[config.mk]
export PLATFORM = sky130hd
export DESIGN_NAME = ent_irq_err_unit
export DESIGN_NICKNAME = d
export VERILOG_FILES = /design/src/rtl/ent_irq_pkg.sv /design/src/rtl/ent_irq_bank.sv /design/src/rtl/ent_alert_pulse.sv /design/src/rtl/ent_err_status.sv /design/src/rtl/ent_irq_err_unit.sv
export SDC_FILE = /design/constraint.sdc
export NUM_CORES = 1
export LEC_CHECK = 0
export BUFFER_PORTS_ARGS = -buffer_cell sky130_fd_sc_hd__buf_2
export CAP_MARGIN = 20
export CORE_MARGIN = 2
export CORE_UTILIZATION = 39
export CTS_CLUSTER_DIAMETER = 50
export CTS_CLUSTER_SIZE = 12
export DETAILED_ROUTE_END_ITERATION = 8
export HOLD_SLACK_MARGIN = 0.15
export MAX_ROUTING_LAYER = met4
export PLACE_DENSITY = 0.86
export SLEW_MARGIN = 40
export SYNTH_ARGS = -nofsm -noshare
export SYNTH_HDL_FRONTEND = slang
export SYNTH_SLANG_ARGS = --single-unit
export TNS_END_PERCENT = 10
[constraint.sdc]
create_clock -name clk_i -period 2.9 [get_ports clk_i]
set_input_delay 0.58 -clock clk_i [delete_from_list [all_inputs] [get_ports clk_i]]
set_output_delay 0.58 -clock clk_i [all_outputs]
set_load 0.01 [all_outputs]
[src/rtl/ent_irq_pkg.sv]
package ent_irq_pkg;
  localparam int NUM_IRQ = 2;
  localparam int NUM_ALERT = 2;
  localparam int NUM_ERR = 9;
  localparam int IDX_W = 5;

  localparam logic [7:0] OFF_STATE  = 8'h00;
  localparam logic [7:0] OFF_ENABLE = 8'h04;
  localparam logic [7:0] OFF_TEST   = 8'h08;
  localparam logic [7:0] OFF_ALERT  = 8'h0C;
  localparam logic [7:0] OFF_ERR    = 8'h38;
  localparam logic [7:0] OFF_INJ    = 8'h3C;

  // bit position of the k-th error source in the error-code word
  function automatic int err_pos(input int k);
    case (k)
      0: return 0;
      1: return 1;
      2: return 2;
      3: return 20;
      4: return 21;
      5: return 22;
      6: return 28;
      7: return 29;
      default: return 30;
    endcase
  endfunction

  function automatic logic inj_is_fatal(input logic [IDX_W-1:0] idx);
    return (idx <= 5'd2) || (idx >= 5'd20 && idx <= 5'd22);
  endfunction
endpackage

[src/rtl/ent_irq_bank.sv]
module ent_irq_bank #(
  parameter int N = 2,
  parameter int DATA_W = 32
) (
  input  logic              clk_i,
  input  logic              rst_ni,
  input  logic [N-1:0]      hw_set_i,
  input  logic              wr_state_i,
  input  logic              wr_en_i,
  input  logic              wr_test_i,
  input  logic [DATA_W-1:0] wdata_i,
  output logic [N-1:0]      state_o,
  output logic [N-1:0]      en_o,
  output logic [N-1:0]      irq_o
);
  for (genvar i = 0; i < N; i++) begin : g_src
    logic set_now;
    assign set_now = hw_set_i[i] || (wr_test_i && wdata_i[i]);

    always_ff @(posedge clk_i or negedge rst_ni) begin
      if (!rst_ni) begin
        state_o[i] <= 1'b0;
        en_o[i]    <= 1'b0;
      end else begin
        if (set_now)
          state_o[i] <= 1'b1;
        else if (wr_state_i && wdata_i[i])
          state_o[i] <= 1'b0;
        if (wr_en_i)
          en_o[i] <= wdata_i[i];
      end
    end

    assign irq_o[i] = state_o[i] & en_o[i];

    AST_W1C_CLEARS: assert property (@(posedge clk_i) disable iff (!rst_ni)
      (wr_state_i && wdata_i[i] && !hw_set_i[i] && !(wr_test_i && wdata_i[i])) |=> !state_o[i]);
    AST_HW_SET_WINS: assert property (@(posedge clk_i) disable iff (!rst_ni)
      hw_set_i[i] |=> state_o[i]);
    AST_TEST_SETS: assert property (@(posedge clk_i) disable iff (!rst_ni)
      (wr_test_i && wdata_i[i]) |=> state_o[i]);
  end
endmodule

[src/rtl/ent_alert_pulse.sv]
module ent_alert_pulse #(
  parameter int N = 2,
  parameter int DATA_W = 32
) (
  input  logic              clk_i,
  input  logic              rst_ni,
  input  logic              fire_i,
  input  logic [DATA_W-1:0] wdata_i,
  output logic [N-1:0]      pulse_o
);
  always_ff @(posedge clk_i or negedge rst_ni) begin
    if (!rst_ni)     pulse_o <= '0;
    else if (fire_i) pulse_o <= wdata_i[N-1:0];
    else             pulse_o <= '0;
  end

  for (genvar i = 0; i < N; i++) begin : g_chk
    AST_ALERT_SINGLE: assert property (@(posedge clk_i) disable iff (!rst_ni)
      (pulse_o[i] && !(fire_i && wdata_i[i])) |=> !pulse_o[i]);
  end
endmodule

[src/rtl/ent_err_status.sv]
module ent_err_status
  import ent_irq_pkg::*;
#(
  parameter int DATA_W = 32
) (
  input  logic               clk_i,
  input  logic               rst_ni,
  input  logic [NUM_ERR-1:0] err_evt_i,
  input  logic               inj_we_i,
  input  logic [IDX_W-1:0]   inj_idx_i,
  output logic [DATA_W-1:0]  code_o,
  output logic               inj_fatal_o
);
  logic [NUM_ERR-1:0] bits_q;

  for (genvar k = 0; k < NUM_ERR; k++) begin : g_err
    localparam int P = err_pos(k);
    logic hit;
    assign hit = err_evt_i[k] || (inj_we_i && (inj_idx_i == IDX_W'(P)));

    always_ff @(posedge clk_i or negedge rst_ni) begin
      if (!rst_ni)  bits_q[k] <= 1'b0;
      else if (hit) bits_q[k] <= 1'b1;
    end

    AST_ERR_STICKY: assert property (@(posedge clk_i) disable iff (!rst_ni)
      bits_q[k] |=> bits_q[k]);
    AST_INJ_SETS_BIT: assert property (@(posedge clk_i) disable iff (!rst_ni)
      (inj_we_i && inj_idx_i == IDX_W'(P)) |=> bits_q[k]);
  end

  always_comb begin
    code_o = '0;
    for (int k = 0; k < NUM_ERR; k++) code_o[err_pos(k)] = bits_q[k];
  end

  assign inj_fatal_o = inj_we_i && inj_is_fatal(inj_idx_i);
endmodule

[src/rtl/ent_irq_err_unit.sv]
module ent_irq_err_unit
  import ent_irq_pkg::*;
#(
  parameter int ADDR_W = 8,
  parameter int DATA_W = 32
) (
  input  logic               clk_i,
  input  logic               rst_ni,
  input  logic               bus_we_i,
  input  logic [ADDR_W-1:0]  bus_addr_i,
  input  logic [DATA_W-1:0]  bus_wdata_i,
  output logic [DATA_W-1:0]  bus_rdata_o,
  input  logic               cmd_done_evt_i,
  input  logic               fatal_evt_i,
  input  logic [NUM_ERR-1:0] err_evt_i,
  output logic               irq_cmd_done_o,
  output logic               irq_fatal_o,
  output logic               alert_recov_o,
  output logic               alert_fatal_o
);
  logic sel_state, sel_en, sel_test, sel_alert, sel_err, sel_inj;
  assign sel_state = bus_addr_i == ADDR_W'(OFF_STATE);
  assign sel_en    = bus_addr_i == ADDR_W'(OFF_ENABLE);
  assign sel_test  = bus_addr_i == ADDR_W'(OFF_TEST);
  assign sel_alert = bus_addr_i == ADDR_W'(OFF_ALERT);
  assign sel_err   = bus_addr_i == ADDR_W'(OFF_ERR);
  assign sel_inj   = bus_addr_i == ADDR_W'(OFF_INJ);

  logic [NUM_IRQ-1:0]   st, en, irq, hw_set;
  logic [NUM_ALERT-1:0] alert;
  logic [DATA_W-1:0]    code;
  logic                 inj_fatal;

  ent_err_status #(.DATA_W(DATA_W)) u_err (
    .clk_i, .rst_ni,
    .err_evt_i   (err_evt_i),
    .inj_we_i    (bus_we_i && sel_inj),
    .inj_idx_i   (bus_wdata_i[IDX_W-1:0]),
    .code_o      (code),
    .inj_fatal_o (inj_fatal)
  );

  assign hw_set = {fatal_evt_i || inj_fatal, cmd_done_evt_i};

  ent_irq_bank #(.N(NUM_IRQ), .DATA_W(DATA_W)) u_irq (
    .clk_i, .rst_ni,
    .hw_set_i   (hw_set),
    .wr_state_i (bus_we_i && sel_state),
    .wr_en_i    (bus_we_i && sel_en),
    .wr_test_i  (bus_we_i && sel_test),
    .wdata_i    (bus_wdata_i),
    .state_o    (st),
    .en_o       (en),
    .irq_o      (irq)
  );

  ent_alert_pulse #(.N(NUM_ALERT), .DATA_W(DATA_W)) u_alert (
    .clk_i, .rst_ni,
    .fire_i  (bus_we_i && sel_alert),
    .wdata_i (bus_wdata_i),
    .pulse_o (alert)
  );

  assign irq_cmd_done_o = irq[0];
  assign irq_fatal_o    = irq[1];
  assign alert_recov_o  = alert[0];
  assign alert_fatal_o  = alert[1];

  always_comb begin
    bus_rdata_o = '0;
    if (sel_state)    bus_rdata_o = DATA_W'(st);
    else if (sel_en)  bus_rdata_o = DATA_W'(en);
    else if (sel_err) bus_rdata_o = code;
  end

  AST_INJ_FATAL: assert property (@(posedge clk_i) disable iff (!rst_ni)
    (bus_we_i && sel_inj && inj_is_fatal(bus_wdata_i[IDX_W-1:0])) |=> st[1]);
  AST_IRQ_NEEDS_ENABLE: assert property (@(posedge clk_i) disable iff (!rst_ni)
    (bus_we_i && sel_en && !bus_wdata_i[1]) |=> !irq_fatal_o);
endmodule

; ---- Yosys cells after proc, flatten, opt, wreduce, memory -nomap -nowiden
; Cells that the tools add are included.
[op_classes]
multipliers = 0
bitwise = 2
magnitude_cmp = 3
addsub = 0
reduce_logical = 37
shifts = 0
mux = 8
n_div = 0
n_eq_ne = 13
[ops]
columns = operator, n
row1 = 2-to-1 mux 31 bit, 3
row2 = equality test 5 bit (second input constant), 6
row3 = logical AND 1 bit, 20
row4 = equality test 8 x 4 -> 1 bit (second input constant), 2
row5 = equality test 8 x 6 -> 1 bit (second input constant), 2
row6 = logical OR 1 bit, 13
row7 = equality test 8 x 3 -> 1 bit (second input constant), 1
row8 = zero test 8 bit, 1
row9 = equality test 5 x 1 -> 1 bit (second input constant), 1
row10 = equality test 5 x 2 -> 1 bit (second input constant), 1
row11 = >= comparator 5 bit (second input constant), 1
row12 = <= comparator 5 x 2 -> 1 bit (second input constant), 1
row13 = <= comparator 5 bit (second input constant), 1
row14 = zero test 5 bit, 1
row15 = 2-to-1 mux 1 bit, 4
row16 = nonzero test 2 bit, 2
row17 = bitwise AND 1 bit, 2
row18 = 2-to-1 mux 2 bit, 1
[totals]
word_cells = 77
register_bits = 15
latchBits = 0
mem_bits_ro = 0
ramBits = 0
inputBits = 54
mem_count = 0
out_inout_bits = 36

; ---- Longest topological paths before layout
[logic_depth]
ltp_word = 7
depth_mapped = 5
depth_no_buf = 4

; ---- Modules after synthesis
; Synthesis repeated with hierarchy kept, for this count alone.
[hier_totals]
hier_cells = 125
hier_area_um2 = 1103.6
[by_module_without_submodules]
columns = mod, area_each_um2, n_inst, cells_each, seq_area_each_um2
row1 = ent_err_status, 543.0, 1, 58, 225.2
row2 = ent_irq_err_unit, 335.3, 1, 51, 0.0
row3 = ent_irq_bank, 162.7, 1, 12, 100.1
row4 = ent_alert_pulse, 62.6, 1, 4, 50.0

; ---- Worst setup path after synthesis
; OpenSTA, ideal clock, no wires.
[synth_path]
path_type = input port to output port
start = in bus_addr_i[2]
end = out bus_rdata_o[0]
t_required_ns = 2.320
setup_slack_ns = 0.836
path_buffers = 1
arrival_time_ns = 1.484
path_stages = 5
path_cell_list = nor3_1 -> and3_1 -> clkbuf_2 -> nand2_1 -> a21oi_1
[synth_between]
elab_chain_cells = 4
word_cells_on_any_way = 6
cone_classes = eq/ne: 2 / mux: 3 / reduce/logical: 1
[synth_rtl]
columns = element, line_no
row1 = start: declaration, ent_irq_err_unit.sv:10  ; input logic [ADDR_W-1:0] bus_addr_i,
row2 = equality test 8 x 6 -> 1 bit, ent_irq_err_unit.sv:26  ; assign sel_err = bus_addr_i == ADDR_W'(OFF_ERR);
row3 = 2-to-1 mux 31 bit, ent_irq_err_unit.sv:73  ; else if (sel_err) bus_rdata_o = code;
row4 = 2-to-1 mux 31 bit, ent_irq_err_unit.sv:72  ; else if (sel_en) bus_rdata_o = DATA_W'(en);
row5 = 2-to-1 mux 31 bit (*), ent_irq_err_unit.sv:71  ; if (sel_state) bus_rdata_o = DATA_W'(st);
row6 = end: declaration, ent_irq_err_unit.sv:12  ; output logic [DATA_W-1:0] bus_rdata_o,
; Every way passes the cells marked *; elsewhere a longest branch is shown, timed or not.

; ---- Worst setup path after layout
; Same ends and word-level chain as after synthesis.

==> qor.txt <==
initial antenna violation count - 0
most used cell, CP - buf_2
commonest cells after routing, fill and taps aside - buf_2 (39), conb_1 (23), dfrtp_1 (15)
DRT iter0 DRCs - 10
CTS Hold Bufs - 0
Buf/Inv on CP - 2
Rows - 18
die width - 54.1 um
cts repair resizes - 0
port buffer count - 39
Fin. Hold Viols - 0
CP required - 2320 ps
synth top area cells - dfrtp_1 (38%), buf_4 (18%), and2_1 (5.8%)
switching share of power - 27.5%
post-route minimum period - 2370 ps
period utilization - 81.6%
Die ar. - 2930 sq um
via/cell ratio - 4.57
Syn. warnings - 0
max-slew violation count - 0
status - complete, no violations
crit start category - primary input
share of synthesized flip-flops with an asynchronous set or reset - 100%
Initial Util - 40.2%
largest net degree at the start of global routing - 16
total CTS buffers - 3
Post-Synthesis Cells - 108
count of cell types in the netlist - 25
Tot GR Track Use - 14.9%
Critical Path AT - 1790 ps
leakage - 0.579 nW
wire length per cell - 11.1 um
fin nets - 204
CP Class - in -> out
VDD IR max - 0.158 mV
cell family with most CP delay - simple AND/OR/NAND/NOR gates
vias in the first global route - 741
H-tree Lvls - 1
final hold slack - 181 ps
area leader, netlist - dfrtp_1
Worst-Skew Late Latency - 280 ps
TritonCTS clock tree - yes
syn_area_per_cell - 9.06 sq um
worst setup margin - 534 ps
sequential element share of the synthesized area - 38.4%
Critical Path Fanout Max - 9
WL final - 1980 um
leading cell type in the layout, fill and taps excluded - buf_2
clk_skew - 0 ps
share of cells above drive strength 1 - 34.9%
GRT overflow - 0
worst path cell trace - buf_2, nor3_1, and3_1, nand2_1, a21oi_1, buf_2
P_int - 284 uW
maxcap violations - 0
drt first pass iters - 4
sequential share of power - 54.0%
HPWL after detailed placement - 1670 um
Setup TNS Final - 0 ps
Post CTS Setup Buffer Count - 0
Post-Syn Area - 978 sq um
CTS root buffer - clkbuf_4
top_reg_cell synth - dfrtp_1
Max Fclk - 423 MHz
synthesis-to-layout area growth - 16.9%
Net Sw Power - 108 uW
PwrDens - 342 nW/um^2
Die Height - 54.1 um
RSZ-0062 raised after global routing - false
Clk pwr share - 30.5%
Combinational Power Share - 15.5%
number of synthesized flops with an enable pin - 0
Reg clk slew, reported paths - 100 ps
Worst path max stage delay - 370 ps
Core Area - 2430 sq um
Final setup viols - 0
Place WS - 510 ps
synthesis-stage register bit count - 15
# IOs - 90
Final GP Congestion - 0.795
antenna viol nets, final - 0
CP endpoint kind - primary output
Critical Path Slowest Stage Cell - and3_1
first-pass GRT wire length - 3020 um
worst min path class - in -> async
post-synth top area share - 38.4%
routed vias - 818
# diodes - 0
Post-route DRC - 0
Max clock buf depth - 2
CTS sink cnt - 15
-- registers in the layout (all words and copies together) (netlist names) --
signal	flops
u_alert.pulse_o	2
u_err.code_o	9
u_irq.en_o	2
u_irq.state_o	2
-- cells in the mapped netlist (all sizes together) (2+ instances only) --
| cell | number |
|---|---|
| and3 | 5 |
| o21ai | 11 |
| and4bb | 2 |
| mux2 | 2 |
| nand2b | 3 |
| and2 | 9 |
| nand4 | 2 |
| mux2i | 2 |
| nand3 | 3 |
| a21oi | 4 |
| nor3 | 2 |
| buf | 23 |
| nand2 | 4 |
| nor2 | 13 |
| dfrtp | 15 |
-- power by group through the flow --
stage	Clock [mW]	Sequential [mW]	Combinational [mW]
final	0.120	0.211	0.0605
after floorplan	0	0.215	0.0501
after global placement	0	0.215	0.0590
after detailed placement	0	0.215	0.0600
after CTS	0.124	0.211	0.0603
after global routing	0.130	0.212	0.0683
-- final cells by class --
type | count | area (sq um)
fill | 264 | 1290
multi-input combinational | 90 | 504
sequential | 15 | 375
timing repair buffer | 39 | 195
tap | 30 | 37.5
clock buffer | 3 | 22.5
clock inverter | 1 | 5.00
inverter | 1 | 3.75
-- kinds of logic (layout without fill, tap and decap cells) --
| logic type | after synthesis | after routing | share of synthesized area, % |
|---|---|---|---|
| xor+xnor | 1 | 1 | 0.895 |
| flops | 15 | 15 | 38.4 |
| buf+inv | 25 | 44 | 18.5 |
| compound gates | 15 | 15 | 7.67 |
| simple gates | 47 | 47 | 29.0 |
| other cells | 1 | 23 | 0.383 |
| mux | 4 | 4 | 5.12 |
-- stage by stage --
step	cell area (sq um)	instances	total power [mW]	utilization (%)
after floorplan	1060	130	0.265	-
after global placement	1120	175	0.274	45.9
after detailed placement	1120	175	0.275	45.9
after CTS	1140	179	0.396	47.0
after global routing	1140	179	0.410	47.0
final	1140	179	0.391	47.0
-- per-layer routing --
metal,vias to the layer above,part of all wire [%],global-route usage (%)
met5,-,0,-
met2,39,54,28.3
met4,0,0.40,3.75
li1,405,-,-
met3,2,7.8,3.61
met1,372,38,15.3
-- path summary, 6_finish.rpt --
path	from	to	slack [ps]	cells past startpoint
hold / removal	rst_ni	u_irq.en_o[1]	180	1
setup / recovery	bus_addr_i[2]	bus_rdata_o[0]	530	6
max in group asynchronous	rst_ni	u_irq.state_o[1]	2470	1
setup reg to reg	u_irq.en_o[1]	u_irq.en_o[1]	2120	1
hold reg to reg	u_err.code_o[28]	u_err.code_o[28]	470	2
min in group clk_i	u_err.code_o[28]	u_err.code_o[28]	470	2
(Power assumes the default switching activity.)
